<file path="src/rtl/branch_hazard_unit.sv">
module branch_hazard_unit #(
  parameter int REG_W = 5
) (
  input  logic             clk,
  input  logic             rst_n,
  input  logic             id_branch,
  input  logic             id_taken,
  input  logic [REG_W-1:0] id_rs,
  input  logic [REG_W-1:0] id_rt,
  input  logic             ex_valid,
  input  logic             ex_regwrite,
  input  logic             ex_memread,
  input  logic [REG_W-1:0] ex_rd,
  input  logic             mem_valid,
  input  logic             mem_regwrite,
  input  logic             mem_memread,
  input  logic [REG_W-1:0] mem_rd,
  input  logic             wb_valid,
  input  logic             wb_regwrite,
  input  logic [REG_W-1:0] wb_rd,
  output logic             stall,
  output logic             flush,
  output logic [1:0]       fwd_a,
  output logic [1:0]       fwd_b
);

  localparam logic [1:0] SEL_FILE = 2'b00;
  localparam logic [1:0] SEL_MEM  = 2'b01;
  localparam logic [1:0] SEL_WB   = 2'b10;
  localparam logic [REG_W-1:0] ZERO_REG = '0;

  logic ex_wr, mem_wr, wb_wr;
  logic ex_a, ex_b, mem_a, mem_b, wb_a, wb_b;
  logic hold_a, hold_b;

  assign ex_wr  = ex_valid  & ex_regwrite  & (ex_rd  != ZERO_REG);
  assign mem_wr = mem_valid & mem_regwrite & (mem_rd != ZERO_REG);
  assign wb_wr  = wb_valid  & wb_regwrite  & (wb_rd  != ZERO_REG);

  assign ex_a  = ex_wr  & (ex_rd  == id_rs);
  assign ex_b  = ex_wr  & (ex_rd  == id_rt);
  assign mem_a = mem_wr & (mem_rd == id_rs);
  assign mem_b = mem_wr & (mem_rd == id_rt);
  assign wb_a  = wb_wr  & (wb_rd  == id_rs);
  assign wb_b  = wb_wr  & (wb_rd  == id_rt);

  assign hold_a = ex_a | (mem_a & mem_memread);
  assign hold_b = ex_b | (mem_b & mem_memread);

  assign stall = id_branch & (hold_a | hold_b);
  assign flush = id_branch & id_taken & ~stall;

  always_comb begin
    fwd_a = SEL_FILE;
    fwd_b = SEL_FILE;
    if (id_branch) begin
      if (mem_a)     fwd_a = mem_memread ? SEL_FILE : SEL_MEM;
      else if (wb_a) fwd_a = SEL_WB;
      if (mem_b)     fwd_b = mem_memread ? SEL_FILE : SEL_MEM;
      else if (wb_b) fwd_b = SEL_WB;
    end
  end

  // flush and stall are exclusive
  a_r6_no_flush_on_stall: assert property (@(posedge clk) disable iff (!rst_n)
    flush |-> !stall);

  // unused select code never appears
  a_r3_fwd_a_legal: assert property (@(posedge clk) disable iff (!rst_n)
    fwd_a != 2'b11);
  a_r4_fwd_b_legal: assert property (@(posedge clk) disable iff (!rst_n)
    fwd_b != 2'b11);

  // register 0 is never forwarded
  a_r7_zero_a: assert property (@(posedge clk) disable iff (!rst_n)
    (id_rs == ZERO_REG) |-> (fwd_a == SEL_FILE));
  a_r7_zero_b: assert property (@(posedge clk) disable iff (!rst_n)
    (id_rt == ZERO_REG) |-> (fwd_b == SEL_FILE));

  // idle decode stage is silent
  a_r1_idle: assert property (@(posedge clk) disable iff (!rst_n)
    !id_branch |-> (!stall && !flush && fwd_a == SEL_FILE && fwd_b == SEL_FILE));

endmodule

</file>
<file path="config.mk">
export PLATFORM = sky130hd
export DESIGN_NAME = branch_hazard_unit
export DESIGN_NICKNAME = d
export VERILOG_FILES = /design/src/rtl/branch_hazard_unit.sv
export SDC_FILE = /design/constraint.sdc
export NUM_CORES = 1
export LEC_CHECK = 0
export ABC_AREA = 1
export BUFFER_PORTS_ARGS = -buffer_cell sky130_fd_sc_hd__buf_2
export CORE_UTILIZATION = 40
export DETAILED_ROUTE_END_ITERATION = 10
export PLACE_DENSITY = 0.82
export SLEW_MARGIN = 20
export SYNTH_ARGS = -nofsm -noshare
export SYNTH_HDL_FRONTEND = slang
export SYNTH_SLANG_ARGS = --single-unit
</file>
<file path="constraint.sdc">
create_clock -name vclk -period 1.9
set_input_delay 0.38 -clock vclk [all_inputs]
set_output_delay 0.38 -clock vclk [all_outputs]
set_load 0.02 [all_outputs]
</file>
# ---- Yosys cells after proc, flatten, opt, wreduce, memory -nomap -nowiden
# Index checks and enable logic that the tools add are counted.
dict set report classes {
  n_eq_ne 6
  n_reduce_logical 3
  mux 7
  n_bitwise 21
}
# operator n
set op_table {}
lappend op_table {{equality test 5 bit} 6}
lappend op_table {{bitwise AND 1 bit} 17}
lappend op_table {{nonzero test 5 bit} 3}
lappend op_table {{2-to-1 mux 2 bit} 6}
lappend op_table {{bitwise OR 1 bit} 3}
lappend op_table {{2-to-1 mux 1 bit} 1}
lappend op_table {{NOT 1 bit} 1}
dict set report totals {
  output_inout_bits 6
  word_cells 37
  input_bits 37
  reg_bits 0
}

# ---- Longest topological paths before layout
# Gate-level depths: netlist (run 1).
dict set report depth {
  ltp_word 9
  ltp_mapped 9
  mapped_depth_nobuf 9
}

# ---- Worst setup path before layout (run 1)
# Ideal clock, no wire load.
dict set report synth_path {
  path_kind {input to output}
  from {input port id_rs[1]}
  to {output port fwd_a[0]}
  n_path_buf 0
  path_slack_ns 0.152
  t_arrival_ns 1.368
  path_stages 5
  t_required_ns 1.520
  path_cell_list {inv_1 -> nand2_1 -> a21oi_2 -> nand3_2 -> nor4_1}
}
dict set report synth_via {
  elab_chain_len 4
}
# element line
set synth_lines {}
lappend synth_lines {{start: declaration} 8} ;# input logic [REG_W-1:0] id_rs,
lappend synth_lines {{equality test 5 bit} 42} ;# assign mem_a = mem_wr & (mem_rd == id_rs);
lappend synth_lines {{bitwise AND 1 bit} 42}
lappend synth_lines {{2-to-1 mux 2 bit} 57} ;# if (mem_a) fwd_a = mem_memread ? SEL_FILE : SEL_MEM;
lappend synth_lines {{2-to-1 mux 2 bit} 56} ;# if (id_branch) begin
lappend synth_lines {{end: declaration} 23} ;# output logic [1:0] fwd_a,
# Every way passes these cells.

# ---- Worst setup path after layout (run 1)
dict set report layout_path {
  from {input port id_rs[2]}
  to {output port stall}
}
dict set report layout_via {
  elab_chain_len 6
  elab_cells_between_ends 8
  cone_classes {2 x eq/ne; 6 x bitwise}
}
# element line
set layout_lines {}
lappend layout_lines {{equality test 5 bit} 42}
lappend layout_lines {{bitwise AND 1 bit} 42}
lappend layout_lines {{bitwise AND 1 bit} 47} ;# assign hold_a = ex_a | (mem_a & mem_memread);
lappend layout_lines {{bitwise OR 1 bit (*)} 47}
lappend layout_lines {{bitwise OR 1 bit (*)} 50} ;# assign stall = id_branch & (hold_a | hold_b);
lappend layout_lines {{bitwise AND 1 bit (*)} 50}
lappend layout_lines {{end: declaration} 21} ;# output logic stall,
# Every way passes the cells marked *; elsewhere a longest branch is shown, timed or not.

==> results of run 1 <==
-- report_power, final --
| part | switching (uW) | internal (uW) | leakage (uW) |
|---|---|---|---|
| logic | 93.0 | 67.4 | 0.000550 |
| clock network | 0 | 0 | 0 |
| registers | 0 | 0 | 0 |
| total | 93.0 | 67.4 | 0.000550 |
-- final timing paths --
path                   startpoint  endpoint  slack, ns  cells past startpoint
worst max-delay path     id_rs[2]     stall       0.18                     10
worst min-delay path  mem_memread  fwd_b[0]       1.05                      3
-- kinds of logic after synthesis --
logic type,after synthesis
AOI/OAI and AO/OA,8
and+or+nand+nor,88
xor gates and xnor gates,9
buffers and inverters,25
-- layout by cell type, fill, tap and decap left out, types with 2 or more instances in the layout --
| master | count |
|---|---|
| o21ai_0 | 2 |
| nand3_2 | 2 |
| nand2_1 | 53 |
| nor4_1 | 2 |
| nor3_1 | 3 |
| inv_1 | 21 |
| nand2_2 | 2 |
| inv_2 | 4 |
| xor2_1 | 4 |
| buf_2 | 40 |
| xnor2_1 | 5 |
| a21oi_2 | 2 |
| nor2_1 | 14 |
| nand3_1 | 10 |
-- stage by stage --
step	cell area [um^2]	total power, uW	setup slack [ns]
global route	821	182	0.0311
detailed placement	821	160	0.185
CTS	821	160	0.184
finish	821	160	0.180
floorplan	602	87.6	0.152
global placement	821	154	0.210
-- per-layer routing --
| layer | up-vias | global-route usage, % | wire length (um) |
|---|---|---|---|
| met5 | - | 0 | 0 |
| met4 | 0 | 3.33 | 0 |
| met3 | 0 | 0.543 | 62 |
| met2 | 24 | 44.9 | 898 |
| met1 | 396 | 30.8 | 824 |
| li1 | 481 | - | - |
-- synth_stat cells (all sizes together) --
| cell | n | area [um^2] |
|---|---|---|
| o2111ai | 1 | 8.76 |
| nand4 | 1 | 6.26 |
| xor2 | 4 | 35.0 |
| xnor2 | 5 | 43.8 |
| nor4 | 2 | 12.5 |
| o22ai | 1 | 6.26 |
| nor2 | 15 | 58.8 |
| a21oi | 3 | 22.5 |
| o21ai | 2 | 10.0 |
| nand3 | 12 | 70.1 |
| inv | 25 | 93.8 |
| a211oi | 1 | 7.51 |
| nand2 | 55 | 211 |
| nor3 | 3 | 15.0 |
-- area by class of cell --
class,instances,area [um^2],area share (%)
well taps,15,18.8,2.29
inverters,25,93.8,11.4
repair buffers,40,200,24.4
multi-input cells,105,508,61.9
==> flow_summary.yaml, run 1 <==
drt:
  first_pass_iters: 4
  viasPerCell: 4.87
  totalWireLength_um: 1790
  vias: 901
  first_iter_violations: 21
  ant_nets: 0
  drc_errors: 0
  drt-wirelength-per-cell_um: 9.65
finish:
  num_antenna_cells: 0
  drive_gt1_share_pct: 30.0
  fin_util_pct: 60.8
  seqCellArea_um2: 0
  clkbuf_count: 0
  area_delta_synth_final_pct: 36.4
  nFillCells: 134
  seq_cells: 0
  nets: 209
  instances_no_fill: 185
synth:
  netlist_area_um2: 602
  synthAdderAreaFrac_pct: 0
  syn_nets: 167
  synth_cell_type_count: 19
  ys_seq_area_share_pct: 0
  synth_warnings: 0
  synth_top_family_by_area: "simple AND/OR/NAND/NOR gates"
  yosys.area_share.simple_pct: 62.2
  avgSynthCellArea_um2: 4.63
  synthCells: 130
  synth_compound_area_share_pct: 9.15
  synth-xor-area-share_pct: 13.1
  synthMuxAreaShare_pct: 0
place:
  post-dp-hpwl_um: 1590
  io_buffers: 40
  placed_cells: 185
  place_congestion: 0.872
cts:
  post_cts_buffers: 0
  ctsResizeCount: 0
  cts_hold_buf: 0
sta:
  finalCriticalPeriod_ns: 1.72
  setup_violations: 0
  tightestPinTransition_ns: 0.206
  rsz0062_at_grt: "false"
  fmax_ghz: 0.581
  period_share_pct: 90.5
  slew_viol_final: 0
  hold_viol_final: 0
  tns_ns: 0
  timing.hold.ws_ns: 1.05
  relSlewSlack_pct: 86.1
setup_path:
  cp-start-kind: "input pin"
  critPathKind: "input pin to output port"
  critPathCaptureType: "output port"
  cp_slowest_stage_delay_ns: 0.17
  cp_max_fo: 5
  slowest_stage: "buf_2"
  crit_family: "simple AND/OR/NAND/NOR gates"
  arrival_ns: 1.34
  crit_path_cell_trace: "buf_2, inv_2, nand2_1, nand2_1, nor2_1, nand3_2, nand2_2, nand2_2, a21oi_2, buf_2"
  path_buf_inv: 3
  required_ns: 1.52
global_route:
  antenna_found_initial: 0
  grt_pass1_vias: 750
  grt_usage_pct: 24.1
  grt_max_degree: 6
  grt_pass1_wl_um: 2850
  grt.overflow.total: 0
die:
  fp-row-count: 13
  core_mm2: 0.00135
  die_y_um: 40.8
  dieArea_mm2: 0.00166
  die_w_um: 40.8
  num_io_pins: 43
  initial_utilization_pct: 44.6
power_and_ir_drop:
  power.density_mw_per_mm2: 195
  p_leak_uw: 0.000550
  vdd_drop_max_v: 0.000110
run:
  cap_violations: 0
worst_hold_path:
  hold_class: "input pin to output port"
status:
  status: "completed"
Note: power is estimated with default switching activity, not from simulation.
==> run 2, diff against run 1 <==
--- a/config.mk
+++ b/config.mk
@@ -10,6 +10,7 @@
 export CORE_UTILIZATION = 40
 export DETAILED_ROUTE_END_ITERATION = 10
 export PLACE_DENSITY = 0.82
+export SKIP_LAST_GASP = 1
 export SLEW_MARGIN = 20
 export SYNTH_ARGS = -nofsm -noshare
 export SYNTH_HDL_FRONTEND = slang
==> constraint.sdc (replaced) <==
create_clock -name vclk -period 1.8
set_input_delay 0.36 -clock vclk [all_inputs]
set_output_delay 0.36 -clock vclk [all_outputs]
set_load 0.02 [all_outputs]
==> run 2 against run 1 <==
Net effect: core utilization increased by 0.37 points; critical path depth unchanged; combinational power increased by 6%; global-route usage increased by 0.11 points; clock-buffer cell count unchanged; non-clock buffer count unchanged; design area increased by 0.61%; power increased by 5.8%; via count increased by 0.33%; sequential share of layout area unchanged; critical path type unchanged; largest power group unchanged; highest routed layer unchanged.
==> flow_summary.yaml, run 2 (synthesis results as in run 1) <==
status:
  status: "completed"
cts:
  post_cts_buffers: 0
  cts_hold_buf: 0
  ctsResizeCount: 0
sta:
  setup_violations: 0
  rsz0062_at_grt: "false"
  tightestPinTransition_ns: 0.220
  slew_viol_final: 0
  hold_viol_final: 0
  period_share_pct: 92.8
  tns_ns: 0
  fmax_ghz: 0.598
  relSlewSlack_pct: 85.2
  timing.hold.ws_ns: 1.01
  finalCriticalPeriod_ns: 1.67
global_route:
  grt_pass1_wl_um: 2820
  grt_usage_pct: 24.2
  grt_max_degree: 6
  grt_pass1_vias: 738
  grt.overflow.total: 0
  antenna_found_initial: 0
drt:
  drt-wirelength-per-cell_um: 9.50
  totalWireLength_um: 1760
  drc_errors: 0
  ant_nets: 0
  first_iter_violations: 30
  viasPerCell: 4.89
  vias: 904
  first_pass_iters: 6
setup_path:
  cp_max_fo: 5
  critPathCaptureType: "output port"
  cp-startpoint: "id_rs[2]"
  required_ns: 1.44
  arrival_ns: 1.31
  endpoint: "stall"
  cp-start-kind: "input pin"
  critPathKind: "input pin to output port"
finish:
  seqCellArea_um2: 0
  area_delta_synth_final_pct: 37.2
  nets: 209
  final_common_cell: "nand2_1"
  final_cell_mix: "nand2_1 (53), buf_2 (40), inv_1 (21)"
  clkbuf_count: 0
  seq_cells: 0
  drive_gt1_share_pct: 30.6
  num_antenna_cells: 0
die:
  dieArea_mm2: 0.00166
  die_y_um: 40.8
  initial_utilization_pct: 44.6
  fp-row-count: 13
  die_w_um: 40.8
  core_mm2: 0.00135
  num_io_pins: 43
place:
  io_buffers: 40
  post-dp-hpwl_um: 1600
  place_congestion: 0.872
power_and_ir_drop:
  vdd_drop_max_v: 0.000110
  p_leak_uw: 0.000551
  power.density_mw_per_mm2: 205
run:
  cap_violations: 0
worst_hold_path:
  hold_class: "input pin to output port"
run 2: changes by cell type in the layout (fill, tap and decap cells not counted):
cell	change
nor3_1	-1
nor3_2	+1
run 2: through the flow:
| step | cell area (um^2) | std cells | total power [uW] | setup slack, ns | util (%) |
|---|---|---|---|---|---|
| CTS | 821 | 185 | 169 | 0.126 | 60.8 |
| global placement | 821 | 185 | 163 | 0.151 | 60.8 |
| global route | 826 | 185 | 193 | 0.0113 | 61.2 |
| finish | 826 | 185 | 170 | 0.129 | 61.2 |
| floorplan | 602 | 130 | 92.4 | 0.0919 | - |
| detailed placement | 821 | 185 | 168 | 0.126 | 60.8 |
run 2: worst min-delay path by stage:
stage | end | cells past startpoint | start
5_1_grt | fwd_a[0] | 3 | mem_memread
6_report | fwd_a[0] | 3 | mem_memread
4_1_cts | fwd_a[0] | 3 | mem_memread
2_1_floorplan | fwd_a[0] | 1 | mem_memread
3_3_place_gp | fwd_b[0] | 3 | mem_memread
3_5_place_dp | fwd_a[0] | 3 | mem_memread
run 2: power by group:
group          internal, uW  switching (uW)
combinational          71.3            98.3
clock                     0               0
sequential                0               0
run 2: layer usage:
metal  wire length [um]  track usage, %  part of all wire (%)
met1                765            29.8                    44
met2                914            47.3                    52
met3                 77           0.543                   4.4
met4                  0            1.67                     0
met5                  0               0                     0
run 2: worst max-delay path, cell delays in order:
cell and delay, ns:
buf_2 0.14, inv_2 0.05, nand2_1 0.05, nand2_1 0.04, nor2_1 0.12, nand3_1 0.09, nand2_1 0.06, nand2_1 0.09
a21oi_2 0.14, buf_2 0.17
run 2: cell type report:
class,instances,area (um^2)
Inverter,25,93.8
Multi-Input combinational cell,105,513
Fill cell,137,524
Timing Repair Buffer,40,200
Tap cell,15,18.8
